$ cat config.mk
export PLATFORM = sky130hd
export DESIGN_NAME = irq_accept_ctrl
export DESIGN_NICKNAME = d
export VERILOG_FILES = /design/src/rtl/irq_accept_pkg.sv /design/src/rtl/irq_nmi_latch.sv /design/src/rtl/irq_flag_ctrl.sv /design/src/rtl/irq_target_gen.sv /design/src/rtl/irq_accept_ctrl.sv
export SDC_FILE = /design/constraint.sdc
export NUM_CORES = 1
export LEC_CHECK = 0
export BUFFER_PORTS_ARGS = -buffer_cell sky130_fd_sc_hd__clkbuf_2
export CAP_MARGIN = 20
export CORE_MARGIN = 3
export CORE_UTILIZATION = 37
export CTS_BUF_LIST = sky130_fd_sc_hd__clkbuf_4
export CTS_CLUSTER_SIZE = 10
export DETAILED_ROUTE_END_ITERATION = 10
export PLACE_DENSITY = 0.87
export SYNTH_ARGS = -nofsm -noshare
export SYNTH_HDL_FRONTEND = slang
export SYNTH_SLANG_ARGS = --single-unit
$ cat constraint.sdc
create_clock -name clk_i -period 2.35 [get_ports clk_i]
set_input_delay 0.235 -clock clk_i [delete_from_list [all_inputs] [get_ports clk_i]]
set_output_delay 0.235 -clock clk_i [all_outputs]
set_load 0.1 [all_outputs]
$ cat src/rtl/irq_accept_pkg.sv
package irq_accept_pkg;
  typedef enum logic [1:0] {
    IM_BUS   = 2'd0,
    IM_FIXED = 2'd1,
    IM_TABLE = 2'd2
  } irq_mode_e;
endpackage

$ cat src/rtl/irq_nmi_latch.sv
module irq_nmi_latch (
  input  logic clk_i,
  input  logic rst_ni,
  input  logic nmi_ni,
  input  logic take_i,
  output logic pend_o
);
  logic prev_q, pend_q, fall;

  assign fall = prev_q & ~nmi_ni;

  always_ff @(posedge clk_i or negedge rst_ni) begin
    if (!rst_ni) begin
      prev_q <= 1'b1;
      pend_q <= 1'b0;
    end else begin
      prev_q <= nmi_ni;
      // a fresh edge outranks the clear of the one being serviced
      if (fall)        pend_q <= 1'b1;
      else if (take_i) pend_q <= 1'b0;
    end
  end

  assign pend_o = pend_q;


  edge_latch_chk: assert property (@(posedge clk_i) disable iff (!rst_ni)
    $fell(nmi_ni) |=> pend_q);
endmodule

$ cat src/rtl/irq_flag_ctrl.sv
module irq_flag_ctrl
  import irq_accept_pkg::*;
(
  input  logic      clk_i,
  input  logic      rst_ni,
  input  logic      boundary_i,
  input  logic      di_i,
  input  logic      ei_i,
  input  logic      reti_i,
  input  logic      retn_i,
  input  logic      im_set_i,
  input  logic [1:0] im_sel_i,
  input  logic      take_int_i,
  input  logic      take_nmi_i,
  output logic      iff1_o,
  output logic      iff2_o,
  output irq_mode_e mode_o,
  output irq_mode_e mode_eff_o
);
  logic      iff1_q, iff2_q, f1, f2, n1, n2;
  irq_mode_e mode_q, mode_d;

  // effect of the completing instruction first
  always_comb begin
    f1 = iff1_q;
    f2 = iff2_q;
    if (boundary_i) begin
      if (di_i) begin
        f1 = 1'b0;
        f2 = 1'b0;
      end else if (ei_i) begin
        f1 = 1'b1;
        f2 = 1'b1;
      end else if (retn_i) begin
        f1 = iff2_q;
      end else if (reti_i) begin
        f1 = iff1_q;
        f2 = iff2_q;
      end
    end
  end

  // then the entry sequence
  always_comb begin
    n1 = f1;
    n2 = f2;
    if (take_nmi_i) begin
      n2 = f1;
      n1 = 1'b0;
    end else if (take_int_i) begin
      n1 = 1'b0;
      n2 = 1'b0;
    end
  end

  always_comb begin
    mode_d = mode_q;
    if (boundary_i && im_set_i && (im_sel_i != 2'd3))
      mode_d = irq_mode_e'(im_sel_i);
  end

  always_ff @(posedge clk_i or negedge rst_ni) begin
    if (!rst_ni) begin
      iff1_q <= 1'b0;
      iff2_q <= 1'b0;
      mode_q <= IM_BUS;
    end else begin
      iff1_q <= n1;
      iff2_q <= n2;
      mode_q <= mode_d;
    end
  end

  assign iff1_o     = iff1_q;
  assign iff2_o     = iff2_q;
  assign mode_o     = mode_q;
  assign mode_eff_o = mode_d;


  int_needs_iff1_chk: assert property (@(posedge clk_i) disable iff (!rst_ni)
    take_int_i |-> iff1_q);

  int_clears_chk: assert property (@(posedge clk_i) disable iff (!rst_ni)
    take_int_i |=> (!iff1_q && !iff2_q));

  nmi_save_chk: assert property (@(posedge clk_i) disable iff (!rst_ni)
    (take_nmi_i && !di_i && !ei_i && !retn_i) |=> (!iff1_q && iff2_q == $past(iff1_q)));

  reti_hold_chk: assert property (@(posedge clk_i) disable iff (!rst_ni)
    (boundary_i && reti_i && !take_int_i && !take_nmi_i) |=> ($stable(iff1_q) && $stable(iff2_q)));

  ei_sets_chk: assert property (@(posedge clk_i) disable iff (!rst_ni)
    (boundary_i && ei_i && !take_nmi_i) |=> (iff1_q && iff2_q));
endmodule

$ cat src/rtl/irq_target_gen.sv
module irq_target_gen
  import irq_accept_pkg::*;
#(
  parameter int unsigned DATA_W    = 8,
  parameter int unsigned NMI_VEC   = 'h66,
  parameter int unsigned FIXED_VEC = 'h38,
  localparam int unsigned ADDR_W   = 2 * DATA_W
) (
  input  logic              take_nmi_i,
  input  logic              take_int_i,
  input  irq_mode_e         mode_i,
  input  logic [DATA_W-1:0] i_reg_i,
  input  logic [DATA_W-1:0] vec_byte_i,
  output logic [ADDR_W-1:0] target_o,
  output logic              vector_read_o,
  output logic              bus_exec_o
);
  always_comb begin
    target_o      = '0;
    vector_read_o = 1'b0;
    bus_exec_o    = 1'b0;
    if (take_nmi_i) begin
      target_o = ADDR_W'(NMI_VEC);
    end else if (take_int_i) begin
      unique case (mode_i)
        IM_FIXED: target_o = ADDR_W'(FIXED_VEC);
        IM_TABLE: begin
          target_o      = {i_reg_i, vec_byte_i};
          vector_read_o = 1'b1;
        end
        default:  bus_exec_o = 1'b1;
      endcase
    end
  end
endmodule

$ cat src/rtl/irq_accept_ctrl.sv
module irq_accept_ctrl
  import irq_accept_pkg::*;
#(
  parameter int unsigned DATA_W    = 8,
  parameter int unsigned NMI_VEC   = 'h66,
  parameter int unsigned FIXED_VEC = 'h38,
  localparam int unsigned ADDR_W   = 2 * DATA_W
) (
  input  logic              clk_i,
  input  logic              rst_ni,
  input  logic              boundary_i,
  input  logic              di_i,
  input  logic              ei_i,
  input  logic              reti_i,
  input  logic              retn_i,
  input  logic              im_set_i,
  input  logic [1:0]        im_sel_i,
  input  logic              int_ni,
  input  logic              nmi_ni,
  input  logic [DATA_W-1:0] i_reg_i,
  input  logic [DATA_W-1:0] vec_byte_i,
  output logic              accept_o,
  output logic              nmi_taken_o,
  output logic              vector_read_o,
  output logic              bus_exec_o,
  output logic [ADDR_W-1:0] target_addr_o,
  output logic              iff1_o,
  output logic              iff2_o,
  output logic [1:0]        mode_o
);
  logic      nmi_pend, take_nmi, take_int, iff1, iff2;
  irq_mode_e mode_q, mode_eff;

  assign take_nmi = boundary_i & nmi_pend;
  // enable/disable completing here masks this boundary
  assign take_int = boundary_i & ~nmi_pend & ~int_ni & iff1 & ~ei_i & ~di_i;

  irq_nmi_latch u_nmi (
    .clk_i  (clk_i),
    .rst_ni (rst_ni),
    .nmi_ni (nmi_ni),
    .take_i (take_nmi),
    .pend_o (nmi_pend)
  );

  irq_flag_ctrl u_flags (
    .clk_i      (clk_i),
    .rst_ni     (rst_ni),
    .boundary_i (boundary_i),
    .di_i       (di_i),
    .ei_i       (ei_i),
    .reti_i     (reti_i),
    .retn_i     (retn_i),
    .im_set_i   (im_set_i),
    .im_sel_i   (im_sel_i),
    .take_int_i (take_int),
    .take_nmi_i (take_nmi),
    .iff1_o     (iff1),
    .iff2_o     (iff2),
    .mode_o     (mode_q),
    .mode_eff_o (mode_eff)
  );

  irq_target_gen #(
    .DATA_W    (DATA_W),
    .NMI_VEC   (NMI_VEC),
    .FIXED_VEC (FIXED_VEC)
  ) u_target (
    .take_nmi_i    (take_nmi),
    .take_int_i    (take_int),
    .mode_i        (mode_eff),
    .i_reg_i       (i_reg_i),
    .vec_byte_i    (vec_byte_i),
    .target_o      (target_addr_o),
    .vector_read_o (vector_read_o),
    .bus_exec_o    (bus_exec_o)
  );

  assign accept_o    = take_nmi | take_int;
  assign nmi_taken_o = take_nmi;
  assign iff1_o      = iff1;
  assign iff2_o      = iff2;
  assign mode_o      = mode_q;


  no_accept_off_boundary_chk: assert property (@(posedge clk_i) disable iff (!rst_ni)
    !boundary_i |-> !accept_o);

  ei_blocks_int_chk: assert property (@(posedge clk_i) disable iff (!rst_ni)
    (boundary_i && (ei_i || di_i)) |-> !(accept_o && !nmi_taken_o));

  kind_onehot_chk: assert property (@(posedge clk_i) disable iff (!rst_ni)
    $onehot0({nmi_taken_o, vector_read_o, bus_exec_o}));

  fixed_target_chk: assert property (@(posedge clk_i) disable iff (!rst_ni)
    (accept_o && !nmi_taken_o && mode_o == 2'd1 && !im_set_i) |-> (target_addr_o == 16'h0038));

  nmi_target_chk: assert property (@(posedge clk_i) disable iff (!rst_ni)
    nmi_taken_o |-> (accept_o && target_addr_o == 16'h0066));
endmodule

==> results of run 1 <==
## kinds of logic after synthesis
| group | Yosys count |
|---|---|
| buffers and inverters | 7 |
| adders and majority gates | 2 |
| DFF | 6 |
| AOI/OAI and AO/OA | 18 |
| and+or+nand+nor | 24 |
## through the flow
stage | hold WS (ns) | area, µm²
global placement | 0.0609 | 1080
detailed placement | 0.0677 | 1080
floorplan | -0.0606 | 556
## synth_stat cells
cell / number
and2_1: 10
dfrtp_1: 5
inv_1: 5
a21oi_1: 4
nand2_1: 4
nor2_1: 4
a21o_1: 3
o22ai_1: 3
ha_1: 2
nor3_1: 2
o22a_1: 2
o31ai_1: 2
a211o_1: 1
a211oi_1: 1
and4_4: 1
buf_2: 1
buf_6: 1
dfstp_2: 1
nand3_1: 1
nor2b_1: 1
nor3b_4: 1
o21a_1: 1
o32ai_1: 1
==> metrics.md, run 1 <==
| Metric | Value |
|---|---|
| Inst Count DP | `119` |
| Last stage | `clock tree synthesis (4_1_cts)` |
| Row count | `12` |
| Yosys top cell by area | `dfrtp_1` |
| XOR/XNOR Fraction of Synth Area | `0%` |
| Num ports | `between 50 and 60` |
| Syn_area_per_cell | `about 8.5 µm²` |
| Simple logic cell fraction of the synthesized area | `between 20 and 30%` |
| Outcome | `aborted with a tool error` |
| CTS Root Buffer Type | `clkbuf_4` |
| Complex-gate fraction of the synthesized area | `about a quarter` |
| Die width | `~42 µm` |
| Die height | `42.1 µm` |
| Net Count, Synth | `87` |
| Initial core utilization | `a little over two fifths` |
| Post-CTS Setup Repair Bufs | `0` |
| Post-CTS sizing | `0` |
| Mapped Cells | `57` |
| Maximum clock insertion buffer count | `2` |
| Mux contribution to synthesized area | `0%` |
| Hold Buf Count CTS | `1` |
| H-tree depth | `1` |
| Synth Register Bits | `6` |
| Gp weighted congestion | `between 0.7 and 0.8` |
| Log Error | `[ERROR DPL-0033] detailed placement checks failed during check placement.` |
| # clock sinks | `6` |
| Adder-cell share of the synthesized area | `5.19%` |
| Post-DP HPWL | `about 1.7 mm` |
| Area fraction of the dominant cell type after synthesis | `about a quarter` |
| TritonCTS buffer count | `3` |
| IO buf count | `50` |
| Syn Std Cell Area | `roughly 480 µm²` |
| Main combinational cell family by area after synthesis | `simple AND/OR/NAND/NOR gates` |
| Register area share after synthesis | `a little under a third` |
| Synth Warn # | `0` |
| Unique masters post-synth | `23` |
| Setup slack at placement | `roughly 0.20 ns` |
| Synth top area cells | `dfrtp_1 26%, and2_1 13%, dfstp_2 5.5%, ha_1 5.2%, a21o_1 4.7%` |
==> run 2, diff against run 1 <==
--- a/config.mk
+++ b/config.mk
@@ -7,12 +7,10 @@
 export LEC_CHECK = 0
 export BUFFER_PORTS_ARGS = -buffer_cell sky130_fd_sc_hd__clkbuf_2
 export CAP_MARGIN = 20
-export CORE_MARGIN = 3
-export CORE_UTILIZATION = 37
-export CTS_BUF_LIST = sky130_fd_sc_hd__clkbuf_4
-export CTS_CLUSTER_SIZE = 10
+export CORE_AREA = 3 3 64 66
 export DETAILED_ROUTE_END_ITERATION = 10
-export PLACE_DENSITY = 0.87
+export DIE_AREA = 0 0 67 69
+export PLACE_DENSITY_LB_ADDON = 0.15
 export SYNTH_ARGS = -nofsm -noshare
 export SYNTH_HDL_FRONTEND = slang
 export SYNTH_SLANG_ARGS = --single-unit
==> run 2 against run 1 <==
The run now ends clean. Synthesized cell count unchanged. Area after synthesis unchanged.
==> metrics.md, run 2 <==
| Metric | Value |
|---|---|
| Proportion of layout cells with a drive suffix above 1 | `67.6%` |
| Via count | `between 600 and 700` |
| Mux contribution to synthesized area | `0% (unchanged)` |
| Row count | `22 (was 12)` |
| Initial core utilization | `13.3% (was 41.7%)` |
| First-pass GRT wire length | `roughly 2.8 mm` |
| Fin crit share | `a little under nine tenths` |
| Peak VDD IR | `approximately 0.39 mV` |
| Pwr dens | `492 nW/µm²` |
| Post-layout worst setup margin | `roughly 0.32 ns` |
| Maximum Capacitance Violations | `0` |
| Predominant post-synthesis flop cell | `dfrtp_1 (unchanged)` |
| Most common cell after layout, fill and taps aside | `clkbuf_2` |
| CTS Root Buffer Type | `clkbuf_8 (was clkbuf_4)` |
| XOR/XNOR Fraction of Synth Area | `0% (unchanged)` |
| Min cycle time layout | `around 2 ns` |
| Post-detailed-route via-to-cell ratio | `3.82` |
| Setup slack at placement | `0.356 ns (was 0.205 ns)` |
| Final number of max-transition violations | `0` |
| Initial antenna violation count | `0` |
| Adder-cell share of the synthesized area | `5.19% (unchanged)` |
| Syn_area_per_cell | `8.45 µm² (unchanged)` |
| Simple logic cell fraction of the synthesized area | `29.9% (unchanged)` |
| Least-Margin Pin Slew | `0.542 ns` |
| Critical-path maximum fanout | `14` |
| Utilization after layout | `32.5%` |
| H-tree depth | `1 (unchanged)` |
| Register area share after synthesis | `31.4% (unchanged)` |
| Antenna diode count | `0` |
| Num ports | `52 (unchanged)` |
| Async S/R FF share, synth | `100% (unchanged)` |
| Complex-gate fraction of the synthesized area | `26.2% (unchanged)` |
| Final Hold Viols | `0` |
| Max FFs per register | `2` |
| DRC violations left | `0` |
| Area delta synth->final | `145%` |
| Max-Slew Margin vs Limit | `around 64%` |
| Cells along the critical path | `o22ai_1 -> ha_1 -> and4_4 -> and2_1 -> buf_12` |
| Worst-Skew Late Latency | `approximately 0.23 ns` |
| Net Count, Synth | `87 (unchanged)` |
| CP required | `2.12 ns` |
| Inst Count DP | `154 (was 119)` |
| Hold Buf Count CTS | `1 (unchanged)` |
| Total gr overflow | `0` |
| Non-Filler Instances | `~160` |
| Maximum clock insertion buffer count | `2 (unchanged)` |
| Mapped Cells | `57 (unchanged)` |
| Unique masters post-synth | `23 (unchanged)` |
| CP Capture Type | `output pin` |
| Core ar. | `roughly 3600 µm²` |
| Syn Std Cell Area | `482 µm² (unchanged)` |
| Layout net count | `approximately 140` |
| Lkg Pwr | `between 0.5 and 0.6 nW` |
| Area fraction of the dominant cell type after synthesis | `26.0% (unchanged)` |
| Final setup fails | `0` |
| CTS tree | `built` |
| Largest net degree at the start of global routing | `15` |
| Fillers | `400` |
| # clock sinks | `6 (unchanged)` |
| Delay-heaviest family, CP | `simple AND/OR/NAND/NOR gates` |
| Yosys top cell by area | `dfrtp_1 (unchanged)` |
| Worst Skew | `roughly 0.0073 ns` |
| Critical-path top delay cell | `dfrtp_4` |
| Fin area | `1180 µm²` |
| EDFF count, synth | `0 (unchanged)` |
| Slowest stage delay, CP | `0.48 ns` |
| Post-DP HPWL | `1.60 mm (was 1.73 mm)` |
| Most frequent cells in the layout | `32 x clkbuf_2, 18 x buf_12, 9 x and2_2, 5 x inv_1` |
| Outcome | `finished, final reports clean (was aborted with a tool error)` |
| Main combinational cell family by area after synthesis | `simple AND/OR/NAND/NOR gates (unchanged)` |
| Placed Area | `1130 µm² (was 1080 µm²)` |
| Most common library cells after synthesis | `10 x and2_1, 5 x dfrtp_1, 5 x inv_1 (unchanged)` |
| Iteration-0 DRC Markers | `8` |
| Die width | `67 µm (was 42.1 µm)` |
| Synth Warn # | `0 (unchanged)` |
| Worst Hold Class | `in -> reg` |
| Synth Register Bits | `6 (unchanged)` |
| Total GRT Usage | `7.97%` |
| Post-CTS sizing | `0 (unchanged)` |
| IO buf count | `50 (unchanged)` |
| Final ANT Viol Nets | `0` |
| WL/cell | `11.6 µm` |
| Gp weighted congestion | `0.728 (was 0.735)` |
| Crit path DAT | `between 1.5 and 2 ns` |
| Synth top area cells | `dfrtp_1 26%, and2_1 13%, dfstp_2 5.5%, ha_1 5.2%, a21o_1 4.7% (unchanged)` |
| Most common cell in the netlist | `and2_1 (unchanged)` |
| Clk slew on worst S/H paths | `approximately 0.040 ns` |
| RSZ-0062 raised after global routing | `false` |
| Die height | `69 µm (was 42.1 µm)` |
| Fmax | `around 490 MHz` |
| CP bufs+invs | `1` |
| 1st-pass router iterations | `2` |
| Critical path class | `reg -> out` |
| Sum Neg Setup Slack | `0 ns` |
| Post-CTS Setup Repair Bufs | `0 (unchanged)` |
| Die area | `4620 µm²` |
| Vias in the first global route | `slightly above 600` |
| Crit path launch type | `flip-flop` |
| TritonCTS buffer count | `3 (unchanged)` |
| Final WL | `between 1.5 and 2 mm` |
## run 2: cell counts after synthesis
Identical to the previous run, type by type.
## run 2: where the power goes
group	internal [W]	total [W]	switching, W
clock network	0.000117	0.000168	0.0000503
registers	0.000121	0.000131	0.00000982
logic	0.0000785	0.000283	0.000205
## run 2: path summary, 6_finish.rpt
kind	start	end	slack (ns)	cells after the start
worst max-delay path	u_flags.mode_o[0]	target_addr_o[15]	0.32	5
worst min-delay path	nmi_ni	u_nmi.prev_q	0.11	1
max in group asynchronous	rst_ni	u_nmi.prev_q	1.74	2
worst max register to register	u_flags.iff1_o	u_flags.iff1_o	1.20	3
worst min register to register	u_nmi.prev_q	u_nmi.pend_o	0.50	2
min in group asynchronous	rst_ni	u_flags.iff1_o	0.37	2
## run 2: layout make-up
| class | instances | area (µm²) | area share, % |
|---|---|---|---|
| Inverter | 5 | 18.8 | 1.59 |
| Sequential cell | 6 | 163 | 13.8 |
| Clock buffer | 4 | 45.0 | 3.81 |
| Tap cell | 48 | 60.1 | 5.08 |
| Multi-Input combinational cell | 44 | 358 | 30.3 |
| Timing Repair Buffer | 52 | 538 | 45.5 |
## run 2: kinds of logic (layout without fill, tap and decap cells)
kind of cell    Yosys count  after routing
fa+ha+maj                 2              2
flops                     6              6
buf+inv                   7             61
compound gates           18             18
simple gates             24             24
## run 2: per-stage QoR
step	hold slack [ns]	total power [W]
finish	0.113	0.000582
global route	0.108	0.000613
CTS	0.105	0.000592
detailed placement	0.0788	0.000417
global placement	0.0734	0.000413
floorplan	-0.0606	0.000339
## run 2: routing by layer
metal | global-route usage (%) | share of wire (%) | routed length (µm)
met2 | 11.8 | 44 | 804
met4 | 4.05 | 0.65 | 12
met1 | 9.71 | 41 | 752
met5 | 0 | 0 | 0
met3 | 3.26 | 15 | 272
## run 2: worst register-to-register path: stages (launching register included)
cell      delay (ns)
dfrtp_4         0.47
nor2b_1         0.14
a211oi_1        0.30
o32ai_1         0.12
Power figures use the tool's default switching activity.
